===== src/rtl/mbs_pkg.sv =====
package mbs_pkg;

    localparam int LANES  = 4;
    localparam int DATA_W = LANES * 8;

    typedef enum logic [1:0] {
        TGT_REG  = 2'b00,
        TGT_FIFO = 2'b01,
        TGT_CNT  = 2'b10
    } tgt_e;

    typedef enum logic [1:0] {
        W_NONE = 2'b00,
        W8     = 2'b01,
        W16    = 2'b10,
        W32    = 2'b11
    } width_e;

    typedef struct packed {
        logic             idle;
        logic             legal;
        logic [LANES-1:0] lanes;
        width_e           width;
    } lane_sel_t;

    // Fixed byte-enable / A0 decode table.
    function automatic lane_sel_t decode_lanes(input logic [LANES-1:0] be_n, input logic a0);
        lane_sel_t s;
        s.idle  = 1'b0;
        s.legal = 1'b1;
        s.lanes = '0;
        s.width = W_NONE;
        unique casez ({be_n, a0})
            5'b1111_?: begin s.idle = 1'b1; s.legal = 1'b0; end
            5'b1110_0: begin s.lanes = 4'b0001; s.width = W8;  end
            5'b1101_1: begin s.lanes = 4'b0010; s.width = W8;  end
            5'b1011_0: begin s.lanes = 4'b0100; s.width = W8;  end
            5'b0111_1: begin s.lanes = 4'b1000; s.width = W8;  end
            5'b1100_0: begin s.lanes = 4'b0011; s.width = W16; end
            5'b0011_0: begin s.lanes = 4'b1100; s.width = W16; end
            5'b0000_0: begin s.lanes = 4'b1111; s.width = W32; end
            default:   begin s.legal = 1'b0; end
        endcase
        return s;
    endfunction

    function automatic logic width_ok(input tgt_e t, input width_e w);
        logic ok;
        unique case (t)
            TGT_FIFO: ok = (w == W8) || (w == W16) || (w == W32);
            TGT_CNT:  ok = (w == W8) || (w == W16);
            default:  ok = (w == W8);
        endcase
        return ok;
    endfunction

    function automatic logic [DATA_W-1:0] lane_mask(input logic [LANES-1:0] lanes);
        logic [DATA_W-1:0] m;
        for (int i = 0; i < LANES; i++) begin
            m[i*8 +: 8] = {8{lanes[i]}};
        end
        return m;
    endfunction

endpackage


===== src/rtl/mbs_sync.sv =====
module mbs_sync #(
    parameter int              W       = 8,
    parameter int              STAGES  = 2,
    parameter logic [W-1:0]    RST_VAL = '0
) (
    input  logic         clk,
    input  logic         rst,
    input  logic [W-1:0] d,
    output logic [W-1:0] q
);

    logic [W-1:0] stg [STAGES];

    genvar i;
    generate
        for (i = 0; i < STAGES; i++) begin : g_stage
            if (i == 0) begin : g_first
                always_ff @(posedge clk) begin
                    if (rst) stg[0] <= RST_VAL;
                    else     stg[0] <= d;
                end
            end else begin : g_next
                always_ff @(posedge clk) begin
                    if (rst) stg[i] <= RST_VAL;
                    else     stg[i] <= stg[i-1];
                end
            end
        end
    endgenerate

    assign q = stg[STAGES-1];

endmodule


===== src/rtl/mbs_addr_latch.sv =====
module mbs_addr_latch #(
    parameter int AW = 8
) (
    input  logic          clk,
    input  logic          rst,
    input  logic          ale_s,
    input  logic [AW-1:0] ad_s,
    output logic [AW-1:0] addr_eff
);

    logic [AW-1:0] addr_q;

    always_ff @(posedge clk) begin
        if (rst)        addr_q <= '0;
        else if (ale_s) addr_q <= ad_s;
    end

    // Bypass so that a strobe coinciding with ALE sees the fresh address.
    assign addr_eff = ale_s ? ad_s : addr_q;

endmodule


===== src/rtl/mbs_target_dec.sv =====
module mbs_target_dec
    import mbs_pkg::*;
#(
    parameter int          AW        = 8,
    parameter logic [AW-1:0] FIFO_ADDR = 8'h80,
    parameter logic [AW-1:0] CNT_ADDR  = 8'h84,
    parameter logic [AW-1:0] PORT_MASK = 8'hFC
) (
    input  logic [AW-1:0] addr,
    output tgt_e          tgt
);

    localparam logic [AW-1:0] FIFO_KEY = FIFO_ADDR & PORT_MASK;
    localparam logic [AW-1:0] CNT_KEY  = CNT_ADDR & PORT_MASK;

    logic [AW-1:0] key;

    always_comb begin
        key = addr & PORT_MASK;
        if (key == FIFO_KEY)     tgt = TGT_FIFO;
        else if (key == CNT_KEY) tgt = TGT_CNT;
        else                     tgt = TGT_REG;
    end

endmodule


===== src/rtl/mbs_slave.sv =====
module mbs_slave
    import mbs_pkg::*;
#(
    parameter int            AW          = 8,
    parameter int            SYNC_STAGES = 2,
    parameter logic [AW-1:0] FIFO_ADDR   = 8'h80,
    parameter logic [AW-1:0] CNT_ADDR    = 8'h84,
    parameter logic [AW-1:0] PORT_MASK   = 8'hFC
) (
    input  logic              clk,
    input  logic              rst,
    input  logic              ale,
    input  logic              cs_n,
    input  logic              rd_n,
    input  logic              wr_n,
    input  logic [LANES-1:0]  be_n,
    input  logic [AW-1:0]     ad_lo_i,
    input  logic [DATA_W-1:0] rdata_i,
    output logic [DATA_W-1:0] ad_o,
    output logic [LANES-1:0]  ad_oe,
    output logic              rd_pulse,
    output logic              wr_pulse,
    output logic [AW-1:0]     acc_addr,
    output logic [LANES-1:0]  acc_lanes,
    output logic [1:0]        acc_tgt,
    output logic              err_o
);

    localparam int SW = 4 + LANES + AW;
    localparam logic [SW-1:0] SYNC_RST = {1'b0, 1'b1, 1'b1, 1'b1, {LANES{1'b1}}, {AW{1'b0}}};

    logic [SW-1:0]    raw_v, syn_v;
    logic             ale_s, cs_n_s, rd_n_s, wr_n_s;
    logic [LANES-1:0] be_n_s;
    logic [AW-1:0]    ad_s, addr_eff;
    tgt_e             tgt;
    lane_sel_t        sel;

    logic rd_req, wr_req, strb, strb_q, start, ok, rd_drive;
    logic [LANES-1:0]  oe_nxt, oe_q;
    logic [DATA_W-1:0] ad_q;
    logic              err_q;

    assign raw_v = {ale, cs_n, rd_n, wr_n, be_n, ad_lo_i};

    mbs_sync #(.W(SW), .STAGES(SYNC_STAGES), .RST_VAL(SYNC_RST)) u_sync (
        .clk (clk),
        .rst (rst),
        .d   (raw_v),
        .q   (syn_v)
    );

    assign {ale_s, cs_n_s, rd_n_s, wr_n_s, be_n_s, ad_s} = syn_v;

    mbs_addr_latch #(.AW(AW)) u_addr (
        .clk      (clk),
        .rst      (rst),
        .ale_s    (ale_s),
        .ad_s     (ad_s),
        .addr_eff (addr_eff)
    );

    mbs_target_dec #(
        .AW(AW), .FIFO_ADDR(FIFO_ADDR), .CNT_ADDR(CNT_ADDR), .PORT_MASK(PORT_MASK)
    ) u_tgt (
        .addr (addr_eff),
        .tgt  (tgt)
    );

    always_comb begin
        sel      = decode_lanes(be_n_s, addr_eff[0]);
        rd_req   = !cs_n_s && !rd_n_s;
        wr_req   = !cs_n_s && !wr_n_s;
        strb     = rd_req || wr_req;
        start    = strb && !strb_q;
        ok       = sel.legal && width_ok(tgt, sel.width) && !(rd_req && wr_req);
        rd_drive = rd_req && !wr_req && ok;
        oe_nxt   = rd_drive ? sel.lanes : '0;
    end

    always_ff @(posedge clk) begin
        if (rst) begin
            strb_q <= 1'b0;
            oe_q   <= '0;
            ad_q   <= '0;
            err_q  <= 1'b0;
        end else begin
            strb_q <= strb;
            oe_q   <= oe_nxt;
            ad_q   <= rdata_i & lane_mask(oe_nxt);
            if (start && !sel.idle && !ok) err_q <= 1'b1;
        end
    end

    assign rd_pulse  = start && rd_drive;
    assign wr_pulse  = start && wr_req && !rd_req && ok;
    assign acc_addr  = addr_eff;
    assign acc_lanes = ok ? sel.lanes : '0;
    assign acc_tgt   = tgt;
    assign ad_oe     = oe_q;
    assign ad_o      = ad_q;
    assign err_o     = err_q;

endmodule


===== config.mk =====
export PLATFORM = sky130hd
export DESIGN_NAME = mbs_slave
export DESIGN_NICKNAME = d
export VERILOG_FILES = /design/src/rtl/mbs_pkg.sv /design/src/rtl/mbs_sync.sv /design/src/rtl/mbs_addr_latch.sv /design/src/rtl/mbs_target_dec.sv /design/src/rtl/mbs_slave.sv
export SDC_FILE = /design/constraint.sdc
export NUM_CORES = 1
export LEC_CHECK = 0
export ABC_AREA = 1
export ABC_CLOCK_PERIOD_IN_PS = 2400
export BUFFER_PORTS_ARGS = -buffer_cell sky130_fd_sc_hd__buf_2
export CAP_MARGIN = 10
export CORE_MARGIN = 2
export CORE_UTILIZATION = 32
export CTS_BUF_LIST = sky130_fd_sc_hd__clkbuf_8
export CTS_CLUSTER_DIAMETER = 60
export DETAILED_ROUTE_END_ITERATION = 12
export SLEW_MARGIN = 20
export SYNTH_ARGS = -nofsm -noshare
export SYNTH_HDL_FRONTEND = slang
export SYNTH_SLANG_ARGS = --single-unit

===== constraint.sdc =====
create_clock -name clk -period 2.4 [get_ports clk]
set_input_delay 0.48 -clock clk [delete_from_list [all_inputs] [get_ports clk]]
set_output_delay 0.48 -clock clk [all_outputs]
set_load 0.1 [all_outputs]

==> results of run 1 <==
[synth_stat cells, drive strengths merged]
cell	instances
a21oi	5
nand2	45
clkbuf	5
nand4	4
ha	2
a31oi	1
dfxtp	78
buf	1
nand3	13
nor4	1
or2	14
nor2	78
inv	84
o21ai	3
[power by group]
group	total, mW	leakage (nW)	switching [mW]	internal, mW
clock	0.974	0.110	0.446	0.528
combinational	0.299	1.53	0.183	0.116
sequential	1.34	0.637	0.0136	1.32
[stage by stage]
stage                     hold WS (ns)  setup slack [ns]
after floorplan                  0.381            -0.460
after global placement           0.386          -0.00255
after detailed placement         0.388           -0.0858
after CTS                        0.292            -0.339
after global routing             0.296            -0.426
final                            0.310            -0.309
[cell usage in the layout, fill, tap and decap left out, types with 3 or more instances in the layout]
| master | instances |
|---|---|
| nand4_4 | 4 |
| buf_2 | 94 |
| nor2_4 | 13 |
| or2_2 | 14 |
| nand3_1 | 5 |
| nand3_2 | 5 |
| clkbuf_8 | 11 |
| nand2_4 | 5 |
| inv_1 | 78 |
| buf_12 | 7 |
| nand3_4 | 3 |
| dfxtp_1 | 72 |
| buf_4 | 37 |
| nand2_2 | 16 |
| nor2_1 | 62 |
| dfxtp_4 | 4 |
| a21oi_1 | 4 |
| nand2_1 | 22 |
| clkinv_2 | 3 |
| nor2_2 | 3 |
| inv_2 | 5 |
[registers in the layout, indices dropped and copies added (netlist names)]
signal / count
ad_o: 32
ad_oe: 4
err_o: 1
strb_q: 1
u_addr.addr_q: 8
u_sync.stg: 32
[layout make-up]
cell class	count	area (um2)
Sequential cell	78	1580
Clock buffer	11	151
Clock inverter	5	48.8
Tap cell	105	131
Multi-Input combinational cell	166	1130
Fill cell	761	4040
Inverter	84	320
Timing Repair Buffer	139	900
[worst min-delay path by stage]
stage                      startpoint                end  depth (start not counted)
floorplan           u_sync.stg[0][15]  u_sync.stg[1][15]                          2
global placement    u_sync.stg[0][15]  u_sync.stg[1][15]                          2
detailed placement  u_sync.stg[0][15]  u_sync.stg[1][15]                          2
CTS                              wr_n  u_sync.stg[0][12]                          2
global route                  be_n[1]   u_sync.stg[0][9]                          2
finish                        be_n[0]   u_sync.stg[0][8]                          2
[logic make-up (layout without fill, tap and decap cells)]
logic type                 after synthesis  in the layout  synth area share
buffers and inverters                   90            239             0.125
and+or+nand+nor                        155            155             0.278
AOI/OAI and AO/OA                        9              9            0.0222
adders and majority gates                2              2           0.00906
DFF                                     78             78             0.565
[metal layers]
metal,up-vias,GRT usage
met5,-,0
met4,0,0.0672
met2,64,0.231
li1,1242,-
met3,11,0.0412
met1,1028,0.142
[timing repair]
action	in CTS	in global routing
buffers inserted	14	1
pin swaps	15	18
endpoints found under the setup margin	7	7
gates resized for setup	28	26
==> results.txt, run 1 <==
----------------------------------------------------
[Run status]
  Status ... complete, but fails checks
  Failing checks ... negative setup slack

[Global route]
  Number of antenna violations at the first check in global routing ... 0
  Gr usage total ... 0.132
  Wire length of the first global-routing pass ... 9940 um
  GR Overflow Total ... 0
  Number of global-route vias before repair ... 2303
  Pin count of the biggest net entering global routing ... 27

[Synth]
  Synth Register Bits ... 78
  Post-Syn Area per Cell ... 8.27 um2
  Cell count after synthesis ... 334
  Nets in the synthesized netlist ... 386
  Sequential share of the synthesized area ... 0.565
  Synth top area cells ... dfxtp_1 (57%), inv_1 (11%), nor2_1 (9.9%)
  Netlist area before placement ... 2760 um2
  Post-synth cell types ... 23
  Area share of the leading cell type in the synthesized netlist ... 0.565
  Cell taking the most area after synthesis ... dfxtp_1
  Number of warning messages in the yosys log ... 0

[Layout]
  Ratio of cells with drive above 1 in the final layout ... 0.495
  Number of nets in the layout ... 530
  Final instance count without filler cells ... 588
  Number of antenna diodes ... 0
  Area growth from synthesis to layout ... 54.2%
  Post-route core utilization ... 0.513
  Post-layout instance area ... 4260 um2

[STA]
  Count of endpoints failing hold in the final timing report ... 0
  Relative slew margins ... 0.650
  Finish-stage setup viols ... 6
  RSZ-0062 raised after global routing ... true
  Worst slew pin tran ... 0.520 ns
  Final cycle utilization of the critical path ... 1.13
  Post-layout worst setup margin ... -0.309 ns
  Min Clock Period, post-route ... 2.71 ns
  Achievable Freq ... approximately 0.37 GHz
  Total negative slack ... -1.57 ns
  Setup clock skew after layout ... 0.00869 ns
  Final max-slew violation count ... 0

[Drt]
  Average wire length per cell after detail routing ... 10.1 um
  Sum of routed wire length over all layers ... 5930 um
  Total via count after detailed routing ... ~2.3k
  Met2 wire length ... between 3000 and 4000 um
  Wire length the detailed router placed on met1 ... 2380 um
  Vias/cell ... ~4
  Count of TritonRoute iterations in the first routing pass ... 4
  Max Used Layer ... met4
  Number of routed nets with antenna violations ... 0
  1st-iter DRT viols ... 43
  DRC violations left ... 0
  Met3 Routed Length ... 338 um

[Clocking]
  CTS Buf Count ... 9
  Clock tree from TritonCTS ... yes
  Cell chosen for the clock root ... clkbuf_8
  Maximum buffer depth of the clock tree ... 2
  H-tree lvl count ... 3
  Clock-pin slew of the registers on the worst-case setup and hold paths ... 0.07 ns
  CTS sink cnt ... 78
  Hold bufs inserted after CTS ... 0
  Latest clock arrival within the worst-skew pair ... 0.35 ns

[Setup path]
  Cells on worst reg2reg path ... 15
  Critical Path RT ... between 1.5 and 2 ns
  Reg2Reg Launch Point ... u_sync.stg[1][15]
  Last element of the critical path ... acc_lanes[3]
  Reg-to-Reg End ... ad_o[25]
  Ordered cell list for the critical path ... nand2_2, nor2_4, buf_4, nand3_2, nand2_2, inv_4, ha_4, inv_2, nand3_2, nand3_4, nand2_8, a31oi_4, buf_12
  Count of buffering cells on the critical path with inverters included ... 4
  Arrival time at the worst endpoint ... 2.23 ns
  Setup slack on the worst flop-to-flop path ... roughly 0.38 ns
  Startpoint-to-endpoint class of the critical path ... flop to output pin
  Cell with the largest stage delay on the worst path ... dfxtp_4
  Family with the most delay on the worst path ... simple AND/OR/NAND/NOR gates
  Cell count along the critical path ... 13
  Crit Path Max Fanout ... 6
  Kind of start point of the critical path ... flop
  Worst Setup End Kind ... output pin
  Largest stage delay on the critical path ... 0.38 ns
  Launch point of the critical path ... u_sync.stg[1][9]

[Placement]
  Total placed instance area ... 3770 um2
  # placed instances ... approximately 560
  Final GP Congestion ... 0.752
  HPWL after detailed placement ... between 4000 and 5000 um
  Port buffer count ... 102

[Die]
  I/O Pins ... 103
  Initial cell density of the core ... 0.333
  Die outline width ... 96.9 um
  Area of the core ... 8300 um2
  Total Die Area ... 9390 um2
  Chip Height ... 96.9 um
  # rows ... 33

[Run]
  Max-capacitance violation count ... 0

[Power and ir drop]
  Worst-case vdd ir drop ... 0.303 mV
  Power per Cell Area ... 612 nW/um2
  Lkg Pwr ... 2.28 nW
  Total power after layout ... 2.61 mW

[Min path]
  Min-Delay Path Class ... input pin to flop

----------------------------------------------------
No activity file was read; power rests on OpenSTA's default activity.
==> run 2, diff against run 1 <==
--- a/config.mk
+++ b/config.mk
@@ -5,7 +5,6 @@
 export SDC_FILE = /design/constraint.sdc
 export NUM_CORES = 1
 export LEC_CHECK = 0
-export ABC_AREA = 1
 export ABC_CLOCK_PERIOD_IN_PS = 2400
 export BUFFER_PORTS_ARGS = -buffer_cell sky130_fd_sc_hd__buf_2
 export CAP_MARGIN = 10
==> results.txt, run 2 <==
----------------------------------------------------
[Power and ir drop]
  Lkg Pwr ... 1.93 nW (-15%)
  Logic pwr share ... 0.079 (-0.036)
  Power dissipated by switching net loads ... 0.594 mW (-7.6%)
  Total power after layout ... 2.73 mW (+4.8%)
  Power per Cell Area ... 657 nW/um2 (+7.3%)
  Internal power of the cells ... 2.14 mW (+8.9%)
  Part of the total power dissipated in the clock network ... 0.434 (+0.061)
  Proportion of power drawn by flip-flops and latches ... 0.487 (-0.025)
  Switching Fraction ... 0.217 (-0.0292)
  Worst-case vdd ir drop ... 0.343 mV (+13%)

[Clocking]
  Maximum buffer depth of the clock tree ... 2 (unchanged)
  Clock tree from TritonCTS ... yes
  Latest clock arrival within the worst-skew pair ... 0.35 ns (about the same)
  Clock-pin slew of the registers on the worst-case setup and hold paths ... 0.08 ns (about the same)
  H-tree lvl count ... 3 (unchanged)
  Cell chosen for the clock root ... clkbuf_8
  CTS Buf Count ... 9 (unchanged)
  CTS sink cnt ... 78 (unchanged)

[Drt]
  DRC violations left ... 0 (unchanged)
  Number of routed nets with antenna violations ... 0 (unchanged)
  Sum of routed wire length over all layers ... 5550 um (-6.4%)
  Count of TritonRoute iterations in the first routing pass ... 4 (unchanged)
  1st-iter DRT viols ... 53 (+23%)
  Total via count after detailed routing ... 2071 (-12%)
  Vias/cell ... 4.20 (+5.3%)
  Average wire length per cell after detail routing ... 11.2 um (+12%)

[Synth]
  Post-synth cell types ... 39 (+70%)
  Synth top area cells ... dfxtp_1 (58%), and2_1 (5.5%), nor2b_1 (5.5%)
  Cell count after synthesis ... 244 (-27%)
  Main synth FF type ... dfxtp_1
  Nets in the synthesized netlist ... 296 (-23%)
  Netlist area before placement ... 2710 um2 (-1.9%)
  Post-Syn Area per Cell ... 11.1 um2 (+34%)
  Cell types with the highest counts after synthesis ... dfxtp_1 (78), and2_1 (24), nor2b_1 (24)
  Fraction of registers with async set/reset ... 0 (unchanged)
  Most common cell in the synthesized netlist ... dfxtp_1
  Number of enable flip-flop cells after synthesis ... 0 (unchanged)
  Sequential share of the synthesized area ... 0.576 (+0.0107)
  Number of warning messages in the yosys log ... 0 (unchanged)
  Area share of the leading cell type in the synthesized netlist ... 0.576 (+0.0107)
  Cell taking the most area after synthesis ... dfxtp_1
  Synth Register Bits ... 78 (unchanged)

[STA]
  Worst slew pin tran ... 1.04 ns (+0.519 ns)
  Relative slew margins ... 0.302 (-0.348)
  Total negative slack ... -12.69 ns (-11.12 ns)
  Achievable Freq ... 0.300 GHz (-19%)
  RSZ-0062 raised after global routing ... true
  Post-layout worst setup margin ... -0.937 ns (-0.628 ns)
  Final max-slew violation count ... 0 (unchanged)
  Count of endpoints failing hold in the final timing report ... 0 (unchanged)
  Setup clock skew after layout ... 0.0121 ns (+0.00339 ns)
  Finish-stage setup viols ... 43 (+37)
  Min Clock Period, post-route ... 3.34 ns (+0.628 ns)
  Final cycle utilization of the critical path ... 1.39 (+0.261)

[Die]
  Die outline width ... 96.0 um (-0.90%)
  Chip Height ... 96.0 um (-0.90%)
  I/O Pins ... 103 (unchanged)
  Total Die Area ... 9220 um2 (-1.8%)
  Area of the core ... 8220 um2 (-1.0%)
  # rows ... 33 (unchanged)
  Initial cell density of the core ... 0.330 (-0.00290)

[Layout]
  Post-route core utilization ... 0.506 (-0.00672)
  Most frequent cells in the layout ... buf_2 (95), dfxtp_1 (77), buf_4 (31), nor2b_1 (24), and2_1 (24)
  Number of nets in the layout ... 435 (-18%)
  Final instance count without filler cells ... 493 (-16%)
  Number of antenna diodes ... 0 (unchanged)
  Post-layout instance area ... 4160 um2 (-2.3%)
  Ratio of cells with drive above 1 in the final layout ... 0.554 (+0.0593)
  Filler cell count ... 738 (-3.0%)
  Area growth from synthesis to layout ... 53.6%
  Leading cell type in the layout, fill and taps excluded ... buf_2

[Global route]
  Number of antenna violations at the first check in global routing ... 0 (unchanged)
  Number of global-route vias before repair ... 1908 (-17%)
  Wire length of the first global-routing pass ... 8750 um (-12%)
  Met1 routing resource usage after global routing ... 0.152 (+0.00968)
  Met3 capacity usage during global routing ... 0.0423 (+0.00110)
  Pin count of the biggest net entering global routing ... 43 (+59%)
  GR Overflow Total ... 0 (unchanged)
  Busiest layer in global routing ... met2
  Gr usage total ... 0.126 (-0.00572)
  GR Layer Usage met2 ... 0.191 (-0.0398)

[Placement]
  Total placed instance area ... 3740 um2 (-0.86%)
  Port buffer count ... 102 (unchanged)
  # placed instances ... 468 (-16%)
  HPWL after detailed placement ... 3880 um (-6.4%)
  Final GP Congestion ... 0.770 (+2.3%)

[Setup path]
  Kind of start point of the critical path ... flop
  Arrival time at the worst endpoint ... 2.86 ns (+0.63 ns)
  Startpoint-to-endpoint class of the critical path ... flop to output pin
  Crit Path Max Fanout ... 3 (-3)
  Worst Setup End Kind ... output pin
  Critical Path RT ... 1.92 ns (about the same)

[Run]
  Max-capacitance violation count ... 0 (unchanged)

[Run status]
  Failing checks ... negative setup slack
  Status ... complete, but fails checks

[Min path]
  Min-Delay Path Class ... input pin to flop

----------------------------------------------------
## run 2: changes by cell type after synthesis, moves of 5 or more
cell / before / now
and2_1: 0 / 24
inv_1: 82 / 11
mux2_2: 0 / 7
nand2_1: 38 / 3
nand3_1: 11 / 0
nor2_1: 73 / 12
nor2_2: 5 / 0
nor2b_1: 0 / 24
nor3_1: 0 / 6
nor3_2: 0 / 9
## run 2: per-stage QoR
| step | setup WS (ns) | hold WS [ns] |
|---|---|---|
| after floorplan | -1.35 | 0.389 |
| after global placement | -0.651 | 0.391 |
| after detailed placement | -0.727 | 0.394 |
| after CTS | -0.996 | 0.286 |
| after global routing | -1.06 | 0.288 |
| final | -0.937 | 0.303 |
## run 2: cell families after synthesis
logic type	count (synthesis)	synth area share
and+or+nand+nor	110	0.269
AOI/OAI and AO/OA	17	0.0457
adders and majority gates	2	0.00923
xor gates and xnor gates	1	0.00323
DFF	78	0.576
muxes	13	0.0605
buffers and inverters	23	0.0365
## run 2: power by group through the flow
stage,combinational [mW],sequential (mW),clock [mW]
global route,0.235,1.34,1.29
finish,0.215,1.33,1.19
CTS,0.216,1.33,1.23
detailed placement,0.198,1.36,0
global placement,0.196,1.36,0
floorplan,0.121,1.36,0
## run 2: worst paths after layout
check	start	endpoint	slack (ns)	cells after the start
hold / removal	wr_n	u_sync.stg[0][12]	0.30	2
setup reg to reg	u_sync.stg[1][15]	ad_o[9]	-0.47	14
hold reg to reg	u_sync.stg[0][11]	u_sync.stg[1][11]	0.41	1
setup / recovery	u_sync.stg[1][15]	acc_lanes[1]	-0.94	12
## run 2: critical path, cell delays in order, from the launching register on
cell	delay [ns]
dfxtp_4	0.36
mux2i_4	0.25
buf_6	0.15
inv_8	0.03
nor2_4	0.12
a32oi_2	0.11
mux2i_1	0.18
ha_1	0.28
mux2i_4	0.17
mux2i_4	0.09
or3_4	0.36
nor3_4	0.21
buf_12	0.20
## run 2: repair_timing
item	in CTS	in global routing
endpoints found under the setup margin	45	45
gates cloned	1	0
hold buffers	0	0
resized for setup	16	8
buffers inserted	8	1
endpoints found under the hold margin	0	0
pin swaps	10	7
## run 2: routing by layer
metal	share of wire	wire length, um	vias to the layer above
met5	0	0	-
met4	0.032	178	0
met3	0.064	355	12
met2	0.46	2570	57
met1	0.44	2440	922
li1	-	-	1080
## run 2: cell type report
| class | instances | area (um2) | share of cell area |
|---|---|---|---|
| Clock buffer | 10 | 138 | 0.0331 |
| Clock inverter | 6 | 109 | 0.0262 |
| Inverter | 12 | 52.6 | 0.0126 |
| Multi-Input combinational cell | 143 | 1240 | 0.297 |
| Sequential cell | 78 | 1570 | 0.376 |
| Tap cell | 105 | 131 | 0.0316 |
| Timing Repair Buffer | 139 | 928 | 0.223 |
